<file path="config.mk">
export PLATFORM = sky130hd
export DESIGN_NAME = fifo_dma_engine
export DESIGN_NICKNAME = d
export VERILOG_FILES = /design/src/rtl/dma_pkg.sv /design/src/rtl/dma_fifo.sv /design/src/rtl/dma_addr_gen.sv /design/src/rtl/dma_ctrl.sv /design/src/rtl/fifo_dma_engine.sv
export SDC_FILE = /design/constraint.sdc
export NUM_CORES = 1
export LEC_CHECK = 0
export BUFFER_PORTS_ARGS = -buffer_cell sky130_fd_sc_hd__buf_2
export CAP_MARGIN = 20
export CORE_MARGIN = 1
export CORE_UTILIZATION = 57
export CTS_CLUSTER_SIZE = 10
export DETAILED_ROUTE_END_ITERATION = 8
export PLACE_DENSITY = 0.8
export SLEW_MARGIN = 20
export SYNTH_ARGS = -nofsm -noshare
export SYNTH_HDL_FRONTEND = slang
export SYNTH_SLANG_ARGS = --single-unit
</file>
<file path="constraint.sdc">
create_clock -name clk_i -period 4.9 [get_ports clk_i]
set_input_delay 0.49 -clock clk_i [delete_from_list [all_inputs] [get_ports clk_i]]
set_output_delay 0.49 -clock clk_i [all_outputs]
set_load 0.01 [all_outputs]
</file>
<file path="src/rtl/dma_pkg.sv">
package dma_pkg;
  typedef enum logic [3:0] {
    ST_IDLE, ST_CFG, ST_MEM_RD, ST_DEV_WR, ST_DEV_RD,
    ST_MEM_WR, ST_RESUME, ST_DONE, ST_ERR
  } dma_state_e;

  localparam logic DIR_MEM2DEV = 1'b0;
  localparam logic [1:0] WE_BOTH = 2'b11;
endpackage

</file>
<file path="src/rtl/dma_fifo.sv">
module dma_fifo #(
  parameter int DW    = 16,
  parameter int DEPTH = 8
) (
  input  logic          clk_i,
  input  logic          rst_ni,
  input  logic          flush_i,
  input  logic          push_i,
  input  logic [DW-1:0] wdata_i,
  input  logic          pop_i,
  output logic [DW-1:0] rdata_o,
  output logic          full_o,
  output logic          empty_o
);
  localparam int PW = $clog2(DEPTH);

  logic [DW-1:0] mem_q [DEPTH];
  logic [PW-1:0] wp_q, rp_q;
  logic [PW:0]   cnt_q, cnt_d;

  assign cnt_d = cnt_q + (PW+1)'(push_i) - (PW+1)'(pop_i);
  assign rdata_o = mem_q[rp_q];

  always_ff @(posedge clk_i or negedge rst_ni) begin
    if (!rst_ni) begin
      wp_q <= '0; rp_q <= '0; cnt_q <= '0;
      full_o <= 1'b0; empty_o <= 1'b1;
    end else if (flush_i) begin
      wp_q <= '0; rp_q <= '0; cnt_q <= '0;
      full_o <= 1'b0; empty_o <= 1'b1;
    end else begin
      if (push_i) wp_q <= (wp_q == PW'(DEPTH-1)) ? '0 : wp_q + 1'b1;
      if (pop_i)  rp_q <= (rp_q == PW'(DEPTH-1)) ? '0 : rp_q + 1'b1;
      cnt_q   <= cnt_d;
      full_o  <= (cnt_d == (PW+1)'(DEPTH));
      empty_o <= (cnt_d == '0);
    end
  end

  always_ff @(posedge clk_i) begin
    if (push_i && !flush_i) mem_q[wp_q] <= wdata_i;
  end

  assert_no_push_full_R5: assert property (@(posedge clk_i) disable iff (!rst_ni)
    push_i |-> !full_o);
  assert_no_pop_empty_R5: assert property (@(posedge clk_i) disable iff (!rst_ni)
    pop_i |-> !empty_o);
endmodule

</file>
<file path="src/rtl/dma_addr_gen.sv">
module dma_addr_gen #(
  parameter int AW = 16,
  parameter int DW = 16
) (
  input  logic          clk_i,
  input  logic          rst_ni,
  input  logic          clr_i,
  input  logic          load_i,
  input  logic [AW-1:0] load_val_i,
  input  logic          step_i,
  input  logic          save_i,
  input  logic          restore_i,
  output logic [AW-1:0] addr_o
);
  localparam logic [AW-1:0] STEP = AW'(DW / 8);

  logic [AW-1:0] cur_q, saved_q;

  always_ff @(posedge clk_i or negedge rst_ni) begin
    if (!rst_ni) begin
      cur_q <= '0; saved_q <= '0;
    end else if (load_i) begin
      cur_q <= load_val_i; saved_q <= load_val_i;
    end else if (clr_i) begin
      cur_q <= '0; saved_q <= '0;
    end else begin
      if (restore_i)   cur_q <= saved_q;   // resume mux
      else if (step_i) cur_q <= cur_q + STEP;
      if (save_i)      saved_q <= cur_q;
    end
  end

  assign addr_o = cur_q;
endmodule

</file>
<file path="src/rtl/dma_ctrl.sv">
module dma_ctrl
  import dma_pkg::*;
#(
  parameter int CW = 8
) (
  input  logic          clk_i,
  input  logic          rst_ni,
  input  logic          req_i,
  input  logic          cfg_dir_i,
  input  logic [CW-1:0] cfg_words_i,
  output logic          req_ready_o,
  output logic          cfg_load_o,
  output logic          clr_o,
  output logic          dir_o,
  output logic          mem_en_o,
  output logic          mem_wr_o,
  input  logic          mem_ready_i,
  input  logic          mem_err_i,
  output logic          dev_wr_o,
  output logic          dev_rd_o,
  input  logic          dev_ack_i,
  output logic          xfer_ack_o,
  output logic          fifo_push_o,
  output logic          fifo_pop_o,
  output logic          fifo_flush_o,
  input  logic          fifo_full_i,
  input  logic          fifo_empty_i,
  output logic          addr_step_o,
  output logic          addr_save_o,
  output logic          addr_restore_o,
  output logic          done_o,
  output logic          err_o
);
  dma_state_e st_q, st_d;
  logic [CW-1:0] total_q, in_cnt_q, out_cnt_q;
  logic in_inc, out_inc, in_all, out_all;

  assign in_all  = (in_cnt_q == total_q);
  assign out_all = (out_cnt_q == total_q);

  always_comb begin
    st_d = st_q;
    {req_ready_o, cfg_load_o, clr_o, mem_en_o, mem_wr_o, dev_wr_o, dev_rd_o} = '0;
    {xfer_ack_o, fifo_push_o, fifo_pop_o, fifo_flush_o} = '0;
    {addr_step_o, addr_save_o, addr_restore_o, in_inc, out_inc} = '0;
    unique case (st_q)
      ST_IDLE: begin
        req_ready_o = 1'b1; clr_o = 1'b1; fifo_flush_o = 1'b1;
        if (req_i) begin cfg_load_o = 1'b1; st_d = ST_CFG; end
      end
      ST_CFG: st_d = dir_o ? ST_DEV_RD : ST_MEM_RD;
      ST_MEM_RD: begin
        if (fifo_full_i || in_all) begin
          addr_save_o = 1'b1; st_d = ST_DEV_WR;
        end else begin
          mem_en_o = 1'b1;
          if (mem_err_i) st_d = ST_ERR;
          else if (mem_ready_i) begin
            fifo_push_o = 1'b1; addr_step_o = 1'b1; in_inc = 1'b1;
          end
        end
      end
      ST_DEV_WR: begin
        if (fifo_empty_i) st_d = out_all ? ST_DONE : ST_RESUME;
        else begin
          dev_wr_o = 1'b1;
          if (dev_ack_i) begin xfer_ack_o = 1'b1; fifo_pop_o = 1'b1; out_inc = 1'b1; end
        end
      end
      ST_DEV_RD: begin
        if (fifo_full_i || in_all) st_d = ST_MEM_WR;
        else begin
          dev_rd_o = 1'b1;
          if (dev_ack_i) begin xfer_ack_o = 1'b1; fifo_push_o = 1'b1; in_inc = 1'b1; end
        end
      end
      ST_MEM_WR: begin
        if (fifo_empty_i) begin
          addr_save_o = 1'b1; st_d = out_all ? ST_DONE : ST_RESUME;
        end else begin
          mem_en_o = 1'b1; mem_wr_o = 1'b1;
          if (mem_err_i) st_d = ST_ERR;
          else if (mem_ready_i) begin
            fifo_pop_o = 1'b1; addr_step_o = 1'b1; out_inc = 1'b1;
          end
        end
      end
      ST_RESUME: begin
        addr_restore_o = 1'b1; st_d = dir_o ? ST_DEV_RD : ST_MEM_RD;
      end
      ST_DONE: st_d = ST_IDLE;
      ST_ERR: begin fifo_flush_o = 1'b1; st_d = ST_IDLE; end
      default: st_d = ST_IDLE;
    endcase
  end

  always_ff @(posedge clk_i or negedge rst_ni) begin
    if (!rst_ni) begin
      st_q <= ST_IDLE; total_q <= '0; dir_o <= DIR_MEM2DEV;
      in_cnt_q <= '0; out_cnt_q <= '0; err_o <= 1'b0;
    end else begin
      st_q <= st_d;
      if (cfg_load_o) begin
        total_q <= cfg_words_i; dir_o <= cfg_dir_i; err_o <= 1'b0;
      end else if (clr_o) total_q <= '0;
      if (st_q == ST_ERR) err_o <= 1'b1;
      if (clr_o) begin
        in_cnt_q <= '0; out_cnt_q <= '0;
      end else begin
        if (in_inc)  in_cnt_q  <= in_cnt_q + 1'b1;
        if (out_inc) out_cnt_q <= out_cnt_q + 1'b1;
      end
    end
  end

  assign done_o = (st_q == ST_DONE);

  assert_stay_ready_R1: assert property (@(posedge clk_i) disable iff (!rst_ni)
    req_ready_o && !req_i |=> req_ready_o && !mem_en_o);
  assert_accept_R2: assert property (@(posedge clk_i) disable iff (!rst_ni)
    req_ready_o && req_i |=> !req_ready_o);
  assert_err_sticky_R9: assert property (@(posedge clk_i) disable iff (!rst_ni)
    err_o && !(req_i && req_ready_o) |=> err_o);
  assert_xfer_ack_R6: assert property (@(posedge clk_i) disable iff (!rst_ni)
    xfer_ack_o |-> dev_ack_i && (dev_wr_o || dev_rd_o));
endmodule

</file>
<file path="src/rtl/fifo_dma_engine.sv">
module fifo_dma_engine
  import dma_pkg::*;
#(
  parameter int AW    = 16,
  parameter int DW    = 16,
  parameter int CW    = 8,
  parameter int DEPTH = 8
) (
  input  logic          clk_i,
  input  logic          rst_ni,
  input  logic          req_i,
  output logic          req_ready_o,
  input  logic          cfg_dir_i,
  input  logic [AW-1:0] cfg_mem_addr_i,
  input  logic [AW-1:0] cfg_dev_addr_i,
  input  logic [CW-1:0] cfg_words_i,
  output logic          mem_en_o,
  output logic [1:0]    mem_we_o,
  output logic [AW-1:0] mem_addr_o,
  output logic [DW-1:0] mem_wdata_o,
  input  logic [DW-1:0] mem_rdata_i,
  input  logic          mem_ready_i,
  input  logic          mem_err_i,
  output logic [AW-1:0] dev_addr_o,
  output logic          dev_wr_o,
  output logic          dev_rd_o,
  output logic [DW-1:0] dev_wdata_o,
  input  logic [DW-1:0] dev_rdata_i,
  input  logic          dev_ack_i,
  output logic          xfer_ack_o,
  output logic          done_o,
  output logic          err_o
);
  logic cfg_load, clr, dir, mem_wr;
  logic push, pop, flush, full, empty;
  logic step, save, restore;
  logic [DW-1:0] head;

  dma_ctrl #(.CW(CW)) u_ctrl (
    .clk_i, .rst_ni, .req_i, .cfg_dir_i, .cfg_words_i,
    .req_ready_o, .cfg_load_o(cfg_load), .clr_o(clr), .dir_o(dir),
    .mem_en_o, .mem_wr_o(mem_wr), .mem_ready_i, .mem_err_i,
    .dev_wr_o, .dev_rd_o, .dev_ack_i, .xfer_ack_o,
    .fifo_push_o(push), .fifo_pop_o(pop), .fifo_flush_o(flush),
    .fifo_full_i(full), .fifo_empty_i(empty),
    .addr_step_o(step), .addr_save_o(save), .addr_restore_o(restore),
    .done_o, .err_o
  );

  dma_fifo #(.DW(DW), .DEPTH(DEPTH)) u_fifo (
    .clk_i, .rst_ni, .flush_i(flush), .push_i(push),
    .wdata_i(dir ? dev_rdata_i : mem_rdata_i),
    .pop_i(pop), .rdata_o(head), .full_o(full), .empty_o(empty)
  );

  dma_addr_gen #(.AW(AW), .DW(DW)) u_addr (
    .clk_i, .rst_ni, .clr_i(clr), .load_i(cfg_load), .load_val_i(cfg_mem_addr_i),
    .step_i(step), .save_i(save), .restore_i(restore), .addr_o(mem_addr_o)
  );

  always_ff @(posedge clk_i or negedge rst_ni) begin
    if (!rst_ni)       dev_addr_o <= '0;
    else if (cfg_load) dev_addr_o <= cfg_dev_addr_i;
    else if (clr)      dev_addr_o <= '0;
  end

  assign mem_we_o    = mem_wr ? WE_BOTH : 2'b00;
  assign mem_wdata_o = head;
  assign dev_wdata_o = head;

  assert_mem_hold_R11: assert property (@(posedge clk_i) disable iff (!rst_ni)
    mem_en_o && !mem_ready_i && !mem_err_i |=> mem_en_o && $stable(mem_addr_o));
  assert_addr_step_R4: assert property (@(posedge clk_i) disable iff (!rst_ni)
    mem_en_o && mem_ready_i && !mem_err_i |=> mem_addr_o == $past(mem_addr_o) + AW'(2));
  assert_we_data_R7: assert property (@(posedge clk_i) disable iff (!rst_ni)
    mem_en_o && mem_we_o == WE_BOTH |-> !empty && dir);
  assert_done_pulse_R10: assert property (@(posedge clk_i) disable iff (!rst_ni)
    done_o |=> !done_o && req_ready_o);
endmodule

</file>
---- Word level (Yosys, flattened, before mapping) ----
Memory sizes are Yosys's and may differ from the RTL's.
Cells that the tools add are included.
word-level totals
  register bits after elaboration ......... 90
  RAM bits ................................ 128
  input port bits ......................... 79
  output and inout bits ................... 73
  logic and storage cells ................. 118
  memories kept ........................... 1
cells by class
  add/sub/neg operators ................... 7
  equal/unequal tests ..................... 16
  multiplexer cells ....................... 64
  reductions and logical operators ........ 16
memories
  memory        depth  bits a word  read ports  clocked after memory_dff  wr ports  line            source
  u_fifo.mem_q  8      16           1           0                         1         dma_fifo.sv:17  logic [DW-1:0] mem_q [DEPTH];
operator list
  cell                                            count
  two-way mux 16 bit                              10
  two-way mux 8 bit                               6
  two-way mux 4 bit                               7
  two-way mux 1 bit                               26
  one-hot mux 4 bit (6 select lines)              1
  two-way mux 3 bit                               7
  adder 16 x 2 -> 16 bit (second input constant)  1
  adder 8 x 1 -> 8 bit (second input constant)    2
  == test 4 x 3 -> 1 bit (second input constant)  4
  == test 8 bit                                   2
  one-hot mux 1 bit (2 select lines)              6
  nonzero test 2 bit                              6
  == test 4 x 2 -> 1 bit (second input constant)  2
  == test 4 bit (second input constant)           2
  logical NOT 4 bit                               2
  adder 3 x 1 -> 3 bit (second input constant)    2
  == test 3 bit (second input constant)           2
  adder 4 x 1 -> 4 bit                            1
  == test 4 x 1 -> 1 bit (second input constant)  1
  != test 2 x 1 -> 1 bit (second input constant)  2
  nonzero test 4 bit                              1
  OR reduction 2 bit                              2
  subtractor 4 x 1 -> 4 bit                       1
  AND reduction 3 bit                             1
  other kinds (6)                                 6

---- Longest topological paths before layout ----
  depth in word-level cells ............... 8
  mapped depth ............................ 12
  depth with buffers taken out ............ 11

---- By module ----
A second synthesis with hierarchy kept.
unflattened totals
  cell total of the unflattened synthesis .. 736
  area total of the unflattened synthesis .. 10,373.7 um2
by module, submodules not included
  module           instances  cells each  area an instance (um2)  sequential area each (um2)
  dma_fifo         1          258         5,631.7                 4,145.2
  dma_ctrl         1          214         2,004.4                 750.7
  dma_addr_gen     1          192         1,765.4                 800.8
  fifo_dma_engine  1          72          972.2                   400.4

---- Least setup slack after synthesis ----
No wires, ideal clock.
  kind .................................... register to register
  from .................................... register u_ctrl.st_q[1]
  to ...................................... memory u_fifo.mem_q[2][0], enable pin
  library setup time ...................... 0.436 ns
  arrival ................................. 3.213 ns
  required time ........................... 4.464 ns
  path slack .............................. 1.251 ns
  cell stages (with the launch flop) ...... 8
  path buffers ............................ 3
  period minus slack after synthesis ...... 3.649 ns
  cells stage by stage .................... dfrtp_1 buf_2 nor4b_2 a22o_1 o211ai_1 buf_2 buf_2 nor4b_1
on the way
  longest elaborated chain between the ends .. 7
  elaborated cells between the ends (all ways) .. 11
  those cells by class .................... eq/ne (3); mux (4); reduce/logical (4)
ends and longest elaborated chain
  item                                                       line             source
  from (decl)                                                dma_ctrl.sv:34   dma_state_e st_q, st_d;
  from (signal assigned)                                     dma_ctrl.sv:102  st_q <= st_d;
  == test 4 bit / logical NOT 4 bit (equally long branches)  dma_ctrl.sv:46   unique case (st_q)
  OR reduction 2 bit (no source line)                        -
  two-way mux 1 bit                                          dma_ctrl.sv:46
  logical NOT 1 bit                                          dma_fifo.sv:41   if (push_i && !flush_i) mem_q[wp_q] <= wdata_i;
  logical AND 1 bit *                                        dma_fifo.sv:41
  two-way mux 1 bit *                                        dma_fifo.sv:41
  two-way mux 1 bit (implied by the code) *                  dma_fifo.sv:41
  to (decl)                                                  dma_fifo.sv:17
Every way passes the cells marked *; elsewhere a longest branch is shown, timed or not.

---- Final worst setup path ----
  from .................................... register u_ctrl.st_q[2]
  to ...................................... register u_fifo.empty_o
on the way
  longest elaborated chain between the ends .. 6
  elaborated cells between the ends (all ways) .. 14
  those cells by class .................... add/sub (2); eq/ne (5); mux (4); reduce/logical (3)
ends and longest elaborated chain
  item                                                                     line            source
  == test 4 x 3 -> 1 bit / == test 4 x 2 -> 1 bit (equally long branches)  dma_ctrl.sv:46
  one-hot mux 1 bit (2 select lines)                                       dma_ctrl.sv:46
  adder 4 x 1 -> 4 bit                                                     dma_fifo.sv:21  assign cnt_d = cnt_q + (PW+1)'(push_i) - (PW+1)'(pop_i);
  subtractor 4 x 1 -> 4 bit                                                dma_fifo.sv:21
  logical NOT 4 bit                                                        dma_fifo.sv:36  empty_o <= (cnt_d == '0);
  two-way mux 1 bit *                                                      dma_fifo.sv:28  end else if (flush_i) begin
  to (signal assigned)                                                     dma_fifo.sv:36
  to (decl)                                                                dma_fifo.sv:13  output logic empty_o
Marks and branches as above.
A chain may end at the register's enable or synchronous reset.

==> summary.md <==
| Metric | Value |
|---|---|
| Filler instances | 1218 |
| 1st-pass router iterations | 5 |
| Final Core Density | 67.6% |
| Required time of the critical path | 5.33 ns |
| Clk sink count | 218 |
| Buffers from clock root to sink, at most | 3 |
| Final min period | 3.35 ns |
| Clock transition at the registers of the reported paths | 0.06 ns |
| Worst max-slew margin expressed relative to the limit | 33.9% |
| Hold_ws | 0.00133 ns |
| Critical path class | flop to flop |
| Clock tree from TritonCTS | built |
| Iteration-0 DRC count of the detailed router | 448 |
| Mean instance size in the synthesized netlist | 13.1 µm² |
| Critical Path, Cell by Cell | nand4bb_1, or3_1, nand2_2, ha_1, inv_1, ha_1, fa_1, nor2_1, nand2_1, o21ai_0 |
| Number of max-slew violations in the final report | 0 |
| Final net count | 1002 |
| Setup crit end kind | flop |
| Crit path arrival time | 3.78 ns |
| Effective utilization at floorplan | 58.9% |
| Post-CTS setup buffer count | 0 |
| Crit path largest cell delay | 0.78 ns |
| Antenna Violating Nets Remaining | 0 |
| Post-CTS Hold Buffers | 0 |
| Worst slack at placement | 1.53 ns |
| Relative area change from synthesis to final layout | 14.8% |
| Number of different library cells in the post-synthesis netlist | 72 |
| Setup TNS | 0 ns |
| Leakage power figure | 0.00469 µW |
| Top FF cell, synth | sky130_fd_sc_hd__edfxtp_1 |
| Final Power | 6520 µW |
| Setup Skew | 0.0108 ns |
| Residual DRC | 0 |
| Finish-stage setup viols | 0 |
| Pin count of the biggest net entering global routing | 51 |
| Maximum achievable frequency | 299 MHz |
| Final cycle utilization of the critical path | 68.3% |
| Input/output buffers | 151 |
| Unrepaired setup endpoints after global routing | no |
| Number of warnings issued by yosys | 0 |
| Global placer's final weighted congestion | 0.885 |
| Maximum vdd ir drop | 0.000399 V |
| Number of enable-type register cells in the synthesized netlist | 128 |
| Number of synthesized register bits | 218 |
| X dimension of the die | 136 µm |
| Quantity of gates resized following cts | 0 |
| Gate count of the mapped netlist | 783 |
| Fraction of layout cells with a size suffix above 1 | 31.1% |
| Half-perimeter wire length after detailed placement | 13700 µm |
| CTS root buffer | sky130_fd_sc_hd__clkbuf_16 |
| Congestion Overflow GR | 0 |
| Antenna violations before repair | 1 |
| Combined area of all synthesized cells | 0.0103 mm² |
| Overall die area | 0.0186 mm² |
| Worst-margin pin slew | 0.991 ns |
| Detail-routed net length per standard cell | 19.1 µm |
| Power per standard cell area | 552 mW/mm² |
| Count of standard-cell rows | 48 |
| Share of synthesized area occupied by flip-flops and latches | 59.2% |
| Max cap viols | 0 |
| Total core area | 0.0175 mm² |
| First-pass GRT wire length | 34800 µm |
| Slowest library cell on the worst path | sky130_fd_sc_hd__dfrtp_1 |
| Per-cell via count in the routed design | 5.91 |
| Total I/O pin count | 152 |
| Hold/Removal Path Class | input pin to asynchronous set/reset pin |
| Maximum level of the CTS H-tree | 1 |
| Aggregate global-route resource usage | 24.6% |
| Commonest non-fill, non-tap cell in the layout | sky130_fd_sc_hd__buf_2 |
| Most frequent cells in the layout | 150 x sky130_fd_sc_hd__buf_2, 128 x sky130_fd_sc_hd__edfxtp_1, 95 x sky130_fd_sc_hd__nand2_1 |
| Synth Net Count | 874 |
| Slack of the critical path | 1.55 ns |
| Insertion delay of the later-clocked pin in the worst-skew pair | 0.52 ns |
| Total CTS buffers | 25 |
| Vertical die dimension | 136 µm |
| Via count of the first global-routing pass | 6609 |
| Worst Path Max Fanout | 26 |
| Result of the run | complete, no violations |
| Final Hold Violating Endpoints | 0 |
| Aggregate routed wire length | 22000 µm |
| Kind of start point of the critical path | flop |
| Async SR Flop Fraction | 41.3% |
| Most numerous cell on the critical path | sky130_fd_sc_hd__ha_1 |
| Routed via count | 6812 |
==> Yosys cell counts, types with 8 or more instances <==
library cell / instances / share of area [%]
sky130_fd_sc_hd__a21oi_1: 18 / 0.87
sky130_fd_sc_hd__a22oi_1: 13 / 0.95
sky130_fd_sc_hd__buf_2: 11 / 0.53
sky130_fd_sc_hd__buf_4: 19 / 1.4
sky130_fd_sc_hd__clkbuf_1: 26 / 0.95
sky130_fd_sc_hd__dfrtp_1: 89 / 22
sky130_fd_sc_hd__edfxtp_1: 128 / 37
sky130_fd_sc_hd__ha_1: 11 / 1.3
sky130_fd_sc_hd__inv_1: 18 / 0.66
sky130_fd_sc_hd__mux2_2: 45 / 4.9
sky130_fd_sc_hd__mux2i_1: 10 / 0.97
sky130_fd_sc_hd__mux4_2: 32 / 7.0
sky130_fd_sc_hd__nand2_1: 95 / 3.5
sky130_fd_sc_hd__nand3_1: 39 / 1.9
sky130_fd_sc_hd__nand4_1: 9 / 0.55
sky130_fd_sc_hd__nor2_1: 29 / 1.1
sky130_fd_sc_hd__nor3_1: 10 / 0.49
sky130_fd_sc_hd__o21ai_0: 16 / 0.78
sky130_fd_sc_hd__o21ai_1: 8 / 0.39
sky130_fd_sc_hd__xnor2_1: 29 / 2.5
==> logic make-up after synthesis <==
group	after synthesis	share of synthesized area, %
AOI/OAI and AO/OA	109	7.18
xor gates and xnor gates	33	2.81
adders and majority gates	12	1.53
buffers and inverters	82	4.16
DFF	218	59.2
muxes	93	13.5
and+or+nand+nor	236	11.6
==> critical path: cells and delay by family, from the launching register on <==
kind                       cells  cell delay (ns)
and+or+nand+nor                5             1.35
adders and majority gates      3             0.88
DFF                            1             0.78
AOI/OAI and AO/OA              1             0.18
buffers and inverters          1             0.06
==> path summary, 6_finish.rpt <==
| path | from | to | slack (ns) | depth (start not counted) |
|---|---|---|---|---|
| max | u_ctrl.st_q[2] | u_fifo.empty_o | 1.55 | 10 |
| min | rst_ni | u_addr.saved_q[5] | 0.001 | 1 |
| max reg2reg | u_ctrl.st_q[2] | u_fifo.empty_o | 1.55 | 10 |
| min reg2reg | dev_addr_o[11] | dev_addr_o[11] | 0.47 | 2 |
| max in group asynchronous | rst_ni | u_ctrl.in_cnt_q[4] | 3.93 | 2 |
| min in group clk_i | cfg_dev_addr_i[15] | dev_addr_o[15] | 0.20 | 3 |
==> final cells by class <==
class                      count  area, µm²  area share (%)
antenna                        1       2.50          0.0212
clock buffer                  42        689            5.83
clock inverter                 1       8.76          0.0741
inverter                      20       80.1           0.677
multi-input combinational    483       3810            32.2
sequential                   218       6100            51.6
tap                          225        282            2.38
timing repair buffer         163        848            7.18
==> report_power, final <==
part,internal (µW),switching [µW]
Clock,947,677
Sequential,2320,390
Combinational,988,1200
==> metrics by stage <==
step / instances / area (µm²)
after CTS: 1152 / 11800
final: 1153 / 11800
after global placement: 1109 / 11100
after detailed placement: 1109 / 11100
after global routing: 1152 / 11800
after floorplan: 783 / 10300
==> registers in the layout, indices dropped and copies added (netlist names), 4 cells and up <==
register / count
dev_addr_o: 16
u_addr.addr_o: 16
u_addr.saved_q: 16
u_ctrl.in_cnt_q: 8
u_ctrl.out_cnt_q: 8
u_ctrl.st_q: 4
u_ctrl.total_q: 8
u_fifo.cnt_q: 4
u_fifo.mem_q: 128
==> per-layer routing <==
metal	up-vias	wire length, µm	track usage, %
met5	-	0	0
li1	3175	-	-
met1	3354	9720	34.9
met2	251	10400	39.3
met4	0	412	6.42
met3	32	1440	4.29
Power figures use the tool's default switching activity.
